**src/rtl/sq_pkg.sv**
```systemverilog
package sq_pkg;
  localparam int SQ_ADDR_W   = 32;
  localparam int SQ_WORD_W   = 32;
  localparam int SQ_Q_BYTES  = 32;
  localparam int SQ_NUM_Q    = 2;
  localparam int SQ_FL_SEL   = 6;
endpackage

```
**src/rtl/sq_queue.sv**
```systemverilog
module sq_queue #(
  parameter int WORDS  = 8,
  parameter int WORD_W = 32,
  parameter int IDX_W  = 3
) (
  input  logic                clk_i,
  input  logic                rst_ni,
  input  logic                wr_en_i,
  input  logic                wide_i,
  input  logic [IDX_W-1:0]    wr_idx_i,
  input  logic [2*WORD_W-1:0] wr_data_i,
  input  logic [IDX_W-1:0]    rd_idx_i,
  output logic [WORD_W-1:0]   rd_data_o
);
  logic [WORD_W-1:0] mem_q [WORDS];
  logic [IDX_W-1:0]  even_idx, odd_idx;
  logic              wide_ok;

  assign even_idx  = {wr_idx_i[IDX_W-1:1], 1'b0};
  assign odd_idx   = {wr_idx_i[IDX_W-1:1], 1'b1};
  assign wide_ok   = wide_i && !wr_idx_i[0];
  assign rd_data_o = mem_q[rd_idx_i];

  always_ff @(posedge clk_i or negedge rst_ni) begin
    if (!rst_ni) begin
      for (int i = 0; i < WORDS; i++) mem_q[i] <= '0;
    end else if (wr_en_i) begin
      if (!wide_i) begin
        mem_q[wr_idx_i] <= wr_data_i[WORD_W-1:0];
      end else if (wide_ok) begin
        mem_q[even_idx] <= wr_data_i[WORD_W-1:0];
        mem_q[odd_idx]  <= wr_data_i[2*WORD_W-1:WORD_W];
      end
    end
  end

  for (genvar w = 0; w < WORDS; w++) begin : g_word_chk
    AST_WIDE_MISALIGN_DROP: assert property (@(posedge clk_i) disable iff (!rst_ni)
      wr_en_i && wide_i && wr_idx_i[0] |=> $stable(mem_q[w]));
    AST_NARROW_ONE_WORD: assert property (@(posedge clk_i) disable iff (!rst_ni)
      wr_en_i && !wide_i && (wr_idx_i != IDX_W'(w)) |=> $stable(mem_q[w]));
  end
endmodule

```
**src/rtl/sq_flush_order.sv**
```systemverilog
module sq_flush_order #(
  parameter int DEPTH  = 2,
  parameter int BASE_W = 32,
  parameter int QSEL_W = 1
) (
  input  logic              clk_i,
  input  logic              rst_ni,
  input  logic              push_i,
  input  logic [QSEL_W-1:0] push_q_i,
  input  logic [BASE_W-1:0] push_base_i,
  input  logic              pop_i,
  output logic              head_valid_o,
  output logic [QSEL_W-1:0] head_q_o,
  output logic [BASE_W-1:0] head_base_o,
  output logic [DEPTH-1:0]  busy_o
);
  localparam int CNT_W = $clog2(DEPTH + 1);

  logic [QSEL_W-1:0] slot_q    [DEPTH];
  logic [BASE_W-1:0] slot_base [DEPTH];
  logic [CNT_W-1:0]  cnt_q;
  logic [CNT_W-1:0]  wr_idx;

  assign wr_idx       = cnt_q - CNT_W'(pop_i);
  assign head_valid_o = (cnt_q != '0);
  assign head_q_o     = slot_q[0];
  assign head_base_o  = slot_base[0];

  always_comb begin
    busy_o = '0;
    for (int q = 0; q < DEPTH; q++) begin
      for (int i = 0; i < DEPTH; i++) begin
        if ((CNT_W'(i) < cnt_q) && (slot_q[i] == QSEL_W'(q))) busy_o[q] = 1'b1;
      end
    end
  end

  always_ff @(posedge clk_i or negedge rst_ni) begin
    if (!rst_ni) begin
      cnt_q <= '0;
      for (int i = 0; i < DEPTH; i++) begin
        slot_q[i]    <= '0;
        slot_base[i] <= '0;
      end
    end else begin
      if (pop_i) begin
        for (int i = 0; i < DEPTH - 1; i++) begin
          slot_q[i]    <= slot_q[i+1];
          slot_base[i] <= slot_base[i+1];
        end
      end
      if (push_i) begin
        for (int i = 0; i < DEPTH; i++) begin
          if (wr_idx == CNT_W'(i)) begin
            slot_q[i]    <= push_q_i;
            slot_base[i] <= push_base_i;
          end
        end
      end
      cnt_q <= cnt_q + CNT_W'(push_i) - CNT_W'(pop_i);
    end
  end

  AST_ORDER_NO_OVERFLOW: assert property (@(posedge clk_i) disable iff (!rst_ni)
    push_i && !pop_i |-> (cnt_q < CNT_W'(DEPTH)));
  AST_POP_NONEMPTY: assert property (@(posedge clk_i) disable iff (!rst_ni)
    pop_i |-> head_valid_o);
  AST_ONE_PER_QUEUE: assert property (@(posedge clk_i) disable iff (!rst_ni)
    push_i |-> !busy_o[push_q_i]);
endmodule

```
**src/rtl/sq_beat_seq.sv**
```systemverilog
module sq_beat_seq #(
  parameter int IDX_W    = 3,
  parameter int ADDR_W   = 32,
  parameter int BYTE_OFF = 2
) (
  input  logic              clk_i,
  input  logic              rst_ni,
  input  logic              head_valid_i,
  input  logic [ADDR_W-1:0] head_base_i,
  input  logic              mem_ready_i,
  output logic              mem_valid_o,
  output logic [ADDR_W-1:0] mem_addr_o,
  output logic [IDX_W-1:0]  beat_o,
  output logic              done_o
);
  logic [IDX_W-1:0] beat_q;
  logic             fire;

  assign fire        = head_valid_i && mem_ready_i;
  assign done_o      = fire && (&beat_q);
  assign mem_valid_o = head_valid_i;
  assign beat_o      = beat_q;
  assign mem_addr_o  = head_base_i |
                       {{(ADDR_W-IDX_W-BYTE_OFF){1'b0}}, beat_q, {BYTE_OFF{1'b0}}};

  always_ff @(posedge clk_i or negedge rst_ni) begin
    if (!rst_ni)   beat_q <= '0;
    else if (fire) beat_q <= beat_q + 1'b1;
  end

  AST_BEAT_HOLD: assert property (@(posedge clk_i) disable iff (!rst_ni)
    mem_valid_o && !mem_ready_i |=> mem_valid_o && $stable(mem_addr_o));
  AST_BEAT_STEP: assert property (@(posedge clk_i) disable iff (!rst_ni)
    fire && !done_o |=> mem_valid_o &&
      (mem_addr_o == $past(mem_addr_o) + ADDR_W'(1 << BYTE_OFF)));
endmodule

```
**src/rtl/sq_write_buffer.sv**
```systemverilog
module sq_write_buffer
  import sq_pkg::*;
#(
  parameter int ADDR_W  = SQ_ADDR_W,
  parameter int WORD_W  = SQ_WORD_W,
  parameter int Q_BYTES = SQ_Q_BYTES,
  parameter int FL_SEL  = SQ_FL_SEL
) (
  input  logic                clk_i,
  input  logic                rst_ni,
  input  logic                st_valid_i,
  input  logic                st_wide_i,
  input  logic [ADDR_W-1:0]   st_addr_i,
  input  logic [2*WORD_W-1:0] st_data_i,
  input  logic                fl_valid_i,
  input  logic [ADDR_W-1:0]   fl_addr_i,
  output logic                fl_stall_o,
  output logic                mem_valid_o,
  input  logic                mem_ready_i,
  output logic [ADDR_W-1:0]   mem_addr_o,
  output logic [WORD_W-1:0]   mem_data_o
);
  localparam int NUM_Q    = SQ_NUM_Q;
  localparam int QSEL_W   = 1;
  localparam int WORDS    = Q_BYTES / (WORD_W / 8);
  localparam int IDX_W    = $clog2(WORDS);
  localparam int BYTE_OFF = $clog2(WORD_W / 8);
  localparam int ST_SEL   = $clog2(Q_BYTES);

  logic [QSEL_W-1:0] st_q, fl_q, head_q;
  logic [IDX_W-1:0]  st_idx, beat;
  logic [ADDR_W-1:0] fl_base, head_base;
  logic [NUM_Q-1:0]  busy;
  logic              push, pop, head_valid;
  logic [WORD_W-1:0] rd_data [NUM_Q];
  logic              unused_addr_bits;

  assign st_q    = st_addr_i[ST_SEL];
  assign st_idx  = st_addr_i[ST_SEL-1:BYTE_OFF];
  assign fl_q    = fl_addr_i[FL_SEL];
  assign fl_base = {fl_addr_i[ADDR_W-1:FL_SEL+1], {(FL_SEL+1){1'b0}}};
  assign unused_addr_bits = ^{st_addr_i[ADDR_W-1:ST_SEL+1], st_addr_i[BYTE_OFF-1:0],
                              fl_addr_i[FL_SEL-1:0]};

  // stall only against the addressed queue; the other queue stays free
  assign fl_stall_o = fl_valid_i && busy[fl_q];
  assign push       = fl_valid_i && !busy[fl_q];

  for (genvar g = 0; g < NUM_Q; g++) begin : g_queue
    sq_queue #(
      .WORDS (WORDS),
      .WORD_W(WORD_W),
      .IDX_W (IDX_W)
    ) u_queue (
      .clk_i    (clk_i),
      .rst_ni   (rst_ni),
      .wr_en_i  (st_valid_i && (st_q == QSEL_W'(g))),
      .wide_i   (st_wide_i),
      .wr_idx_i (st_idx),
      .wr_data_i(st_data_i),
      .rd_idx_i (beat),
      .rd_data_o(rd_data[g])
    );
  end

  sq_flush_order #(
    .DEPTH (NUM_Q),
    .BASE_W(ADDR_W),
    .QSEL_W(QSEL_W)
  ) u_order (
    .clk_i       (clk_i),
    .rst_ni      (rst_ni),
    .push_i      (push),
    .push_q_i    (fl_q),
    .push_base_i (fl_base),
    .pop_i       (pop),
    .head_valid_o(head_valid),
    .head_q_o    (head_q),
    .head_base_o (head_base),
    .busy_o      (busy)
  );

  sq_beat_seq #(
    .IDX_W   (IDX_W),
    .ADDR_W  (ADDR_W),
    .BYTE_OFF(BYTE_OFF)
  ) u_beat (
    .clk_i       (clk_i),
    .rst_ni      (rst_ni),
    .head_valid_i(head_valid),
    .head_base_i (head_base),
    .mem_ready_i (mem_ready_i),
    .mem_valid_o (mem_valid_o),
    .mem_addr_o  (mem_addr_o),
    .beat_o      (beat),
    .done_o      (pop)
  );

  assign mem_data_o = rd_data[head_q];

  AST_STALL_NEEDS_REQ: assert property (@(posedge clk_i) disable iff (!rst_ni)
    fl_stall_o |-> fl_valid_i);
  AST_ACCEPT_STARTS: assert property (@(posedge clk_i) disable iff (!rst_ni)
    !mem_valid_o && fl_valid_i && !fl_stall_o |=> mem_valid_o &&
      (mem_addr_o[ADDR_W-1:FL_SEL+1] == $past(fl_addr_i[ADDR_W-1:FL_SEL+1])));
  AST_DATA_HOLD: assert property (@(posedge clk_i) disable iff (!rst_ni)
    mem_valid_o && !mem_ready_i && !st_valid_i |=> $stable(mem_data_o));
endmodule

```
**config.mk**
```make
export PLATFORM = sky130hd
export DESIGN_NAME = sq_write_buffer
export DESIGN_NICKNAME = d
export VERILOG_FILES = /design/src/rtl/sq_pkg.sv /design/src/rtl/sq_queue.sv /design/src/rtl/sq_flush_order.sv /design/src/rtl/sq_beat_seq.sv /design/src/rtl/sq_write_buffer.sv
export SDC_FILE = /design/constraint.sdc
export NUM_CORES = 1
export LEC_CHECK = 0
export ABC_AREA = 1
export BUFFER_PORTS_ARGS = -buffer_cell sky130_fd_sc_hd__buf_4
export CELL_PAD_IN_SITES_DETAIL_PLACEMENT = 2
export CELL_PAD_IN_SITES_GLOBAL_PLACEMENT = 2
export CORE_UTILIZATION = 37
export CTS_BUF_LIST = sky130_fd_sc_hd__clkbuf_8
export CTS_CLUSTER_SIZE = 12
export DETAILED_ROUTE_END_ITERATION = 10
export GPL_TIMING_DRIVEN = 0
export PLACE_DENSITY_LB_ADDON = 0.1
export SLEW_MARGIN = 0
export SYNTH_ARGS = -nofsm -noshare
export SYNTH_HDL_FRONTEND = slang
export SYNTH_SLANG_ARGS = --single-unit
```
**constraint.sdc**
```tcl
create_clock -name clk_i -period 2.65 [get_ports clk_i]
set_input_delay 0.265 -clock clk_i [delete_from_list [all_inputs] [get_ports clk_i]]
set_output_delay 0.265 -clock clk_i [all_outputs]
set_load 0.02 [all_outputs]
```
### Word level (Yosys, flattened, before mapping)

Cells that the tools add are included.

| word-level totals | value |
|---|---|
| flip-flop bits (word level) | 576 |
| input bits | 134 |
| output and inout port bits | 66 |
| word-level logic and storage cells | 109 |

| cells by class | value |
|---|---|
| add/subtract/negate cells | 4 |
| order comparisons | 11 |
| equality and inequality tests | 2 |
| mux-type cells | 39 |
| bitwise gates (word level) | 9 |
| reduce and logical (&&, ||, !) cells | 22 |

Operators by type and width:

| kind | number |
|---|---|
| $bwmux W256 | 6 |
| $mux W256 | 4 |
| $mux W32 | 13 |
| $demux W32 S3 | 3 |
| $bmux W32 S3 | 2 |
| $mux W64 | 1 |
| $or A32 B5 Y32 | 1 |
| $ge A4 B4 Y1 const B | 4 |
| $not A3 Y4 | 4 |
| $logic_and A1 B1 Y1 | 14 |
| $lt A4 B1 Y1 const B | 3 |
| $mux W1 | 9 |
| $reduce_and A2 Y1 | 3 |
| $lt A1 B2 Y1 const A | 2 |
| $sub A2 B1 Y2 | 2 |
| $add A3 B1 Y3 const B | 1 |
| $not A1 Y1 | 3 |
| $reduce_and A3 Y1 | 1 |
| $add A2 B1 Y2 | 1 |
| $eq A2 B1 Y1 const B | 1 |
| $ge A2 B2 Y1 const B | 1 |
| $logic_not A1 Y1 | 2 |
| $logic_not A2 Y1 | 1 |
| $lt A1 B2 Y1 const B | 1 |
| 4 further kinds | 4 |

### Longest topological paths before layout

Gate-level depths: netlist of the first run.

| logic depth | value |
|---|---|
| word-level depth | 10 |
| mapped depth | 14 |
| depth with buffers taken out | 12 |

### Hierarchy

Synthesis of the first run repeated with hierarchy kept, for this count alone.

| unflattened totals | value |
|---|---|
| cell total of the unflattened synthesis | 4562 |
| area total of the unflattened synthesis | 31622.8 µm² |

Modules (own cells, without submodules):

| module | instances | cells an instance | area an instance (µm²) | seq. area each (µm²) |
|---|---|---|---|---|
| sq_queue | 2 | 1970 | 13510.5 | 6406.1 |
| sq_flush_order | 1 | 451 | 3525.9 | 1701.6 |
| sq_write_buffer | 1 | 120 | 676.9 | 0.0 |
| sq_beat_seq | 1 | 51 | 399.1 | 75.1 |

### Least setup slack after synthesis of the first run

No wires, ideal clock.

| timing path | value |
|---|---|
| path type | reg2reg |
| from | reg u_beat.beat_q[1] (netlist: u_beat.beat_o[1]) |
| to | reg u_order.slot_base, in the netlist u_order.head_base_o[11] |
| setup time | 117 ps |
| arrival time | 2096 ps |
| slack | 437 ps |
| stages on the path, launching flop included | 13 |
| buffers on the path | 2 |
| path through | dfrtp_1 -> ha_1 -> ha_1 -> nand2_2 -> inv_2 -> buf_4 -> ha_1 -> inv_1 -> nor2_4 -> nand3_2 -> buf_2 -> nand2_1 -> nand2_1 |

| between the ends | value |
|---|---|
| cells in the longest elaborated chain, start to end | 6 |

RTL lines:

| element | RTL line | RTL |
|---|---|---|
| from (decl) | sq_beat_seq.sv:16 | `logic [IDX_W-1:0] beat_q;` |
| from (signal assigned) | sq_beat_seq.sv:28 | `else if (fire) beat_q <= beat_q + 1'b1;` |
| $reduce_and A3 Y1 * | sq_beat_seq.sv:20 | `assign done_o = fire && (&beat_q);` |
| $logic_and A1 B1 Y1 * | sq_beat_seq.sv:20 |  |
| $sub A2 B1 Y2 | sq_flush_order.sv:24 | `assign wr_idx = cnt_q - CNT_W'(pop_i);` |
| $logic_not A2 Y1 | sq_flush_order.sv:54 | `if (wr_idx == CNT_W'(i)) begin` |
| $mux W32 | sq_flush_order.sv:54 |  |
| $mux W64 * | sq_flush_order.sv:52 | `if (push_i) begin` |
| to (signal, indexed assignment) | sq_flush_order.sv:49 | `slot_base[i] <= slot_base[i+1];` |
| to (signal, indexed assignment) | sq_flush_order.sv:56 | `slot_base[i] <= push_base_i;` |
| to (decl) | sq_flush_order.sv:20 | `logic [BASE_W-1:0] slot_base [DEPTH];` |

Mark *: on every way between the ends. The rest lies on a longest branch, timed or not.
A chain may end at the register's enable or synchronous reset.

### Worst setup path after layout of the first run

| timing path | value |
|---|---|
| from | reg u_beat.beat_q[0] (netlist: u_beat.beat_o[0]) |
| to | out mem_data_o[11] |

| between the ends | value |
|---|---|
| cells in the longest elaborated chain, start to end | 7 |

RTL lines:

| element | RTL line | RTL |
|---|---|---|
| $not A3 Y4 (not written as such) * | sq_queue.sv:22 | `assign rd_data_o = mem_q[rd_idx_i];` |
| $bmux W32 S3 | sq_queue.sv:22 |  |
| $mux W32 (not written as such) (2 in a row) | sq_queue.sv:22 |  |
| $mux W32 (not written as such) * (3 in a row) | sq_write_buffer.sv:99 | `assign mem_data_o = rd_data[head_q];` |
| to (decl) | sq_write_buffer.sv:21 | `output logic [WORD_W-1:0] mem_data_o` |

Mark *: on every way between the ends. The rest lies on a longest branch, timed or not. The select of a mux whose other input is x is not followed.

==> results of run 1 <==
[timing repair]
action / 4_1_cts / 5_1_grt
hold buffers: 39 / 0
pin swaps: 37 / 117
hold endpoints to repair: 263 / 0
resized for setup: 456 / 260
gates cloned: 5 / 13
setup buffers: 5 / 1
setup endpoints to repair: 89 / 82
[state kept, by name, indices dropped and copies added, names as in the netlist]
register               count
u_order.head_base_o       32
u_order.slot_q             1
u_order.head_q_o           1
g_queue.u_queue.mem_q    512
u_order.slot_base         25
u_order.cnt_q              2
u_beat.beat_o              3
[per-stage QoR]
stage	setup WS, ns	instances	cell area, µm²
global placement	-5.65	4981	31400
finish	-0.132	5232	37100
global route	-0.141	5227	37100
floorplan	0.437	3778	28900
CTS	-0.0582	5213	35700
detailed placement	-0.342	4986	31500
[tightest hold or removal path, stage by stage]
cell and delay, ns:
buf_4 0.08, inv_1 0.18, o21ai_1 0.18
[power breakdown]
part | switching [mW] | internal (mW) | total, mW
clock | 4.13 | 4.31 | 8.45
combinational | 14.6 | 8.21 | 22.8
sequential | 1.37 | 10.9 | 12.2
[layer usage]
layer / GRT usage (%) / routed length, µm
met1: 47.2 / 61000
met2: 58.9 / 70000
met3: 5.35 / 9790
met5: 0 / 35
met4: 16.7 / 9900
[kinds of logic (layout without fill, tap and decap cells)]
family                   Yosys count  after routing  synth area share, %
AND/OR/NAND/NOR                 1905           1905                 27.7
buffers and inverters            742           1150                 12.3
flip-flops                       576            576                 49.9
AO/OA/AOI/OAI                    548            548                 9.81
adder cells (fa/ha/maj)            5              5                0.217
XOR/XNOR                           2              2               0.0607
other                              0              6                    0
[final cells by class]
cell class                      count  area share (%)
Antenna cell                        6          0.0405
Buffer                            262            7.53
Clock buffer                      129            4.79
Clock inverter                     49           0.503
Inverter                          479            4.94
Multi-Input combinational cell   2460            33.4
Sequential cell                   576            38.9
Tap cell                         1040            3.51
Timing Repair Buffer              231            6.44
[worst max-delay path by stage]
stage,slack (ns),endpoint,cells after the start
4_1_cts,-0.06,mem_data_o[10],11
2_1_floorplan,0.44,u_order.head_base_o[11],12
3_5_place_dp,-0.34,mem_data_o[5],6
3_3_place_gp,-5.65,u_order.head_base_o[16],1
5_1_grt,-0.14,mem_data_o[22],10
6_report,-0.13,mem_data_o[11],10
[cells in the final DEF, fill, tap and decap left out, types with 13 or more instances in the layout]
| cell type | count |
|---|---|
| dlygate4sd3_1 | 39 |
| buf_4 | 183 |
| nand3_1 | 201 |
| o21ai_0 | 65 |
| buf_8 | 14 |
| nand3_2 | 160 |
| clkbuf_4 | 15 |
| dfrtp_1 | 574 |
| buf_16 | 13 |
| o21ai_2 | 24 |
| nand2_4 | 41 |
| nand4_1 | 52 |
| nand3_4 | 25 |
| o21ai_1 | 458 |
| buf_6 | 113 |
| clkbuf_16 | 19 |
| clkbuf_8 | 149 |
| inv_1 | 518 |
| nand2_2 | 86 |
| buf_12 | 23 |
| nand2_1 | 1319 |
| buf_2 | 39 |
==> flow_metrics.py, run 1 <==
metrics = {
    "status": {
        "status": "finished, violations left",
        "violations": "negative setup slack",
    },
    "worst_hold_path": {
        "hp-start": "st_data_i[12]",
        "worstHoldPathCells": 3,
        "min_to": "g_queue[0].u_queue.mem_q[236]",
        "hold_path_class": "in -> reg",
    },
    "routing": {
        "drt-pass1-iter-count": 5,
        "vias": 29500,
        "vias_per_cell": 5.64,
        "wirelength_mm": 151,
        "ant_nets": 0,
        "drt_iter0_drc": 2050,
        "route.detailed.drc": 0,
        "routedWlPerCell_um": 28.8,
    },
    "clock_tree": {
        "cts.sinks": 576,
        "cts-root-buf": "clkbuf_8",
        "cts_buffer_depth": 3,
        "cts_tree": "built",
        "cts_buffers": 107,
        "clock_latency_ns": 0.74,
        "h-tree-depth": 3,
        "cts.clk_slew.worst_paths_ns": 0.07,
    },
    "die": {
        "core_mm2": 0.0773,
        "die_w_um": 281,
        "fp.dieH_um": 281,
        "ios": 200,
        "initial_core_util_pct": 37.3,
        "rows": 102,
        "die-area_mm2": 0.0792,
    },
    "yosys": {
        "postSynthCellCount": 3778,
        "synth.most_common_cell": "nand2_1",
        "avgSynthCellArea_um2": 7.64,
        "synth_fp_nets": 3917,
        "synth_top_area_share_pct": 49.9,
        "synth-seq-cells": 576,
        "synth_common_cells": "nand2_1, dfrtp_1, inv_1",
        "async_flop_share_pct": 100,
        "ys_types": 26,
        "synth_edf_count": 0,
        "mappedNetlistArea_mm2": 0.0289,
        "ys_warn_count": 0,
        "ys_seq_area_share_pct": 49.9,
        "ys.flop_type": "dfrtp_1",
        "yosys-top-cells-area": "dfrtp_1, nand2_1, o21ai_1",
        "yosys.area.top_type": "dfrtp_1",
    },
    "sta": {
        "max_freq_mhz": 359,
        "rsz0062_at_grt": "true",
        "whs_ns": 0.00253,
        "slew_headroom_pct": 50.1,
        "fin_tns_setup_ns": -1.54,
        "post-route-period-util_pct": 105,
        "period_minus_slack_ns": 2.78,
        "finalMaxSlewViolations": 0,
        "worstMarginPinSlew_ns": 0.749,
        "final_hold_viol_count": 0,
        "fin_skew_ns": 0.0155,
        "setup_slack_ns": -0.132,
        "setup_viol": 32,
    },
    "cells_and_area": {
        "multi_input_area_mm2": 0.0124,
        "syn2layout_area_growth_pct": 28.5,
        "nFillCells": 8710,
        "register_area_mm2": 0.0144,
        "post-route-util_pct": 48.0,
        "drive_above_1_share_pct": 22.2,
        "nets": 4256,
    },
    "power": {
        "power.leakage_nw": 19.2,
        "ir_drop_uv": 568,
        "p_total_mw": 43.4,
        "p_per_area_mw_per_mm2": 1170,
    },
    "critical_path": {
        "crit_buf_inv": 5,
        "crit_fanout": 10,
        "cp_common_cell": "buf_12",
        "rr_startpoint": "u_beat.beat_o[0]",
        "r2r_setup_slack_ns": 0.08,
        "crit_type": "reg -> out",
        "cp_slowest_cell": "dfrtp_2",
        "critPathArrivalTime_ns": 2.52,
        "cp_cell_sequence": "buf_12 > clkinv_16 > buf_12 > buf_12 > nand2_1 > nand3_1 > nand3_2 > nand3_2 > nand2_2 > buf_6",
        "rr_worst_depth": 13,
        "end_kind": "primary output",
        "critPathRequiredTime_ns": 2.38,
        "reg2reg_to": "u_order.slot_base[13]",
        "slowest_delay_ns": 0.44,
        "path_delay_family": "buffers and inverters",
        "critPathLaunchType": "flip-flop",
        "crit_path_start": "u_beat.beat_o[0]",
    },
    "placement": {
        "portBuffers": 163,
        "gp_congestion": 0.869,
        "dp_hpwl_mm": 91.2,
    },
    "run": {
        "drv_cap": 0,
    },
    "global_routing": {
        "grt_antenna_before_repair": 5,
        "grt_use_total_pct": 36.1,
        "grt_max_degree": 109,
        "gr-total-overflow": 0,
        "grt_pass1_wl_mm": 209,
        "grt_pass1_vias": 31700,
    },
}
No activity file was read; power rests on OpenSTA's default activity.
==> run 2: changes to the inputs <==
--- a/config.mk
+++ b/config.mk
@@ -5,16 +5,16 @@
 export SDC_FILE = /design/constraint.sdc
 export NUM_CORES = 1
 export LEC_CHECK = 0
-export ABC_AREA = 1
 export BUFFER_PORTS_ARGS = -buffer_cell sky130_fd_sc_hd__buf_4
 export CELL_PAD_IN_SITES_DETAIL_PLACEMENT = 2
 export CELL_PAD_IN_SITES_GLOBAL_PLACEMENT = 2
-export CORE_UTILIZATION = 37
+export CORE_UTILIZATION = 44
 export CTS_BUF_LIST = sky130_fd_sc_hd__clkbuf_8
 export CTS_CLUSTER_SIZE = 12
 export DETAILED_ROUTE_END_ITERATION = 10
 export GPL_TIMING_DRIVEN = 0
 export PLACE_DENSITY_LB_ADDON = 0.1
+export RECOVER_POWER = 100
 export SLEW_MARGIN = 0
 export SYNTH_ARGS = -nofsm -noshare
 export SYNTH_HDL_FRONTEND = slang
==> run 2 against run 1 <==
  * The flow finishes with violations (max-capacitance violations, max-slew violations, negative setup slack)
  * Critical path depth down 2
  * Clock-buffer cell count up 1
  * Setup slack worse by 0.23 ns
  * Power down 10%
  * Synthesized area down 11%
  * Via count down 33%
  * Die area down 25%
  * Clock power up 1%
  * Sequential power up 7%
  * Global-route usage up 1.1 points
  * Design area down 13%
  * Clock skew up 0.014 ns
==> flow_metrics.py, run 2 <==
metrics = {
    "status": {
        "status": "finished, violations left",
        "violations": "max-capacitance violations, max-slew violations, negative setup slack",
    },
    "critical_path": {
        "cp_common_cell": "buf_12",
        "crit_fanout": 8,
        "crit_type": "reg -> out",
        "cp_slowest_cell": "dfrtp_2",
        "critPathArrivalTime_ns": 2.75,
        "crit_path_start": "u_beat.beat_o[2]",
        "critPathRequiredTime_ns": 2.38,
        "cp_cell_sequence": "clkbuf_16 > buf_12 > buf_12 > mux2i_1 > a22o_1 > nor3_2 > a221o_1 > buf_6",
        "slowest_delay_ns": 0.43,
        "rr_startpoint": "u_beat.beat_o[0]",
        "critPathLaunchType": "flip-flop",
        "end_kind": "primary output",
    },
    "routing": {
        "vias_per_cell": 6.32,
        "drt_iter0_drc": 1634,
        "vias": 19900,
        "route.detailed.drc": 0,
        "wirelength_mm": 112,
        "ant_nets": 0,
        "drt-pass1-iter-count": 5,
        "routedWlPerCell_um": 35.4,
    },
    "clock_tree": {
        "cts_buffer_depth": 3,
        "cts_buffers": 98,
        "cts_tree": "built",
        "h-tree-depth": 3,
        "cts-root-buf": "clkbuf_8",
        "clock_latency_ns": 0.74,
        "cts.sinks": 576,
        "cts.clk_slew.worst_paths_ns": 0.07,
    },
    "yosys": {
        "synth-seq-cells": 576,
        "ys_warn_count": 0,
        "avgSynthCellArea_um2": 13.1,
        "synth_edf_count": 0,
        "synth.most_common_cell": "dfrtp_1",
        "yosys.area.top_type": "dfrtp_1",
        "yosys-top-cells-area": "dfrtp_1, mux2_2, mux4_2",
        "synth_top_area_share_pct": 56.2,
        "synth_fp_nets": 2094,
        "mappedNetlistArea_mm2": 0.0257,
        "ys_seq_area_share_pct": 56.2,
        "postSynthCellCount": 1955,
        "ys_types": 39,
        "async_flop_share_pct": 100,
        "synth_common_cells": "dfrtp_1, mux2_2, nor2_1",
        "ys.flop_type": "dfrtp_1",
    },
    "global_routing": {
        "grt_use_total_pct": 37.2,
        "top_usage_layer": "met2",
        "grt_max_degree": 115,
        "grt_pass1_vias": 22900,
        "use_met1_pct": 46.6,
        "gr-total-overflow": 0,
        "grt_util_met2_pct": 62.5,
        "grt_antenna_before_repair": 1,
        "met3_usage_pct": 6.55,
        "grt_pass1_wl_mm": 160,
    },
    "placement": {
        "portBuffers": 164,
        "dp_hpwl_mm": 61.4,
        "dpl_cell_area_mm2": 0.0280,
        "gp_congestion": 0.819,
    },
    "cells_and_area": {
        "register_area_mm2": 0.0144,
        "largest_reg_flops": 512,
        "largest-register": "g_queue.u_queue.mem_q",
        "multi_input_area_mm2": 0.0109,
        "mostFrequentLayoutCells": "dfrtp_1, mux2_2, nor2_1, a21oi_1, buf_4",
        "final_area_mm2": 0.0322,
        "drive_above_1_share_pct": 42.0,
        "layout_commonest_cell": "dfrtp_1",
        "nFillCells": 5256,
        "syn2layout_area_growth_pct": 25.4,
        "nets": 2448,
    },
    "die": {
        "initial_core_util_pct": 44.5,
        "core_mm2": 0.0577,
        "die_w_um": 243,
        "die-area_mm2": 0.0593,
        "ios": 200,
        "rows": 88,
        "fp.dieH_um": 243,
    },
    "power": {
        "power.leakage_nw": 14.1,
        "p_per_area_mw_per_mm2": 1220,
        "ir_drop_uv": 570,
    },
    "sta": {
        "post-route-period-util_pct": 114,
        "whs_ns": 0.0412,
        "fin_tns_setup_ns": -11.34,
        "period_minus_slack_ns": 3.01,
        "worstMarginPinSlew_ns": 1.71,
        "fin_skew_ns": 0.0298,
        "finalMaxSlewViolations": 114,
        "final_hold_viol_count": 0,
        "setup_viol": 86,
        "max_freq_mhz": 332,
        "rsz0062_at_grt": "true",
        "slew_headroom_pct": -14.2,
        "setup_slack_ns": -0.364,
    },
    "worst_hold_path": {
        "hold_path_class": "in -> reg",
        "hp-start": "st_data_i[62]",
    },
    "run": {
        "drv_cap": 1,
    },
}
-- run 2: cell types whose count changed in the layout (fill, tap and decap cells not counted), moves of 52 or more --
cell	delta
nand2_1	-1263
inv_1	-480
o21ai_1	-427
mux2_2	+330
a21oi_1	+226
nor2_1	+221
nand3_1	-201
nand3_2	-160
mux4_2	+108
nand2_2	-79
buf_6	-74
o21ai_0	-64
nand4_1	-52
-- run 2: worst max-delay path, delay by kind of cell, from the launching register on --
kind | cells | cell delay, ns
compound gates | 2 | 0.60
buf+inv | 4 | 0.64
flops | 1 | 0.43
mux | 1 | 0.29
simple gates | 1 | 0.06
-- run 2: cells by family after synthesis --
family / count (synthesis) / share of synthesized area [%]
fa+ha+maj: 5 / 0.244
simple gates: 348 / 5.77
compound gates: 366 / 8.31
mux: 484 / 25.9
flops: 576 / 56.2
buf+inv: 172 / 3.40
xor+xnor: 4 / 0.210
-- run 2: where the power goes --
group | switching [mW] | total (mW) | internal, mW
Sequential | 1.71 | 13.0 | 11.3
Clock | 4.10 | 8.56 | 4.46
Combinational | 9.12 | 17.6 | 8.43
-- run 2: stage by stage --
stage / instances / utilization [%] / power [mW] / setup slack, ns
after floorplan: 1955 / - / 21.0 / 0.0343
after global placement: 2884 / 48.3 / 25.5 / -4.97
after detailed placement: 2889 / 48.5 / 26.3 / -0.760
after CTS: 3143 / 55.1 / 37.0 / -0.352
after global routing: 3149 / 55.7 / 40.3 / -0.351
final: 3149 / 55.7 / 39.1 / -0.364
-- run 2: worst paths after layout --
| path | slack [ns] | endpoint | cells past startpoint |
|---|---|---|---|
| worst max-delay path | -0.36 | mem_data_o[14] | 8 |
| worst min-delay path | 0.04 | g_queue[0].u_queue.mem_q[222] | 3 |
| worst max register to register | 0.10 | u_order.head_base_o[24] | 10 |
| worst min register to register | 0.50 | g_queue[0].u_queue.mem_q[205] | 2 |
| max in group asynchronous | 0.05 | g_queue[0].u_queue.mem_q[27] | 4 |
| min in group asynchronous | 0.09 | g_queue[0].u_queue.mem_q[14] | 2 |
-- run 2: cell type report --
| type | instances | share of cell area, % |
|---|---|---|
| flip-flops and latches | 576 | 44.8 |
| well taps | 765 | 2.98 |
| diodes | 1 | 0.00778 |
| inverters | 5 | 0.0584 |
| clock inverters | 44 | 0.689 |
| multi-input cells | 1207 | 33.8 |
| clock buffers | 130 | 5.56 |
| plain buffers | 162 | 4.26 |
| repair buffers | 259 | 7.80 |
-- run 2: what timing repair did --
item,4_1_cts,5_1_grt
gates cloned,6,4
hold buffers,63,0
endpoints found under the hold margin,398,0
pin swaps,18,31
endpoints found under the setup margin,93,39
setup buffers,16,4
gates resized for setup,219,83
-- run 2: per-layer routing --
metal  share of wire (%)  vias to the layer above
met5                   0                        -
met4                 5.2                        0
met3                 6.5                      353
met2                  50                      941
met1                  39                    10800
li1                    -                     7790
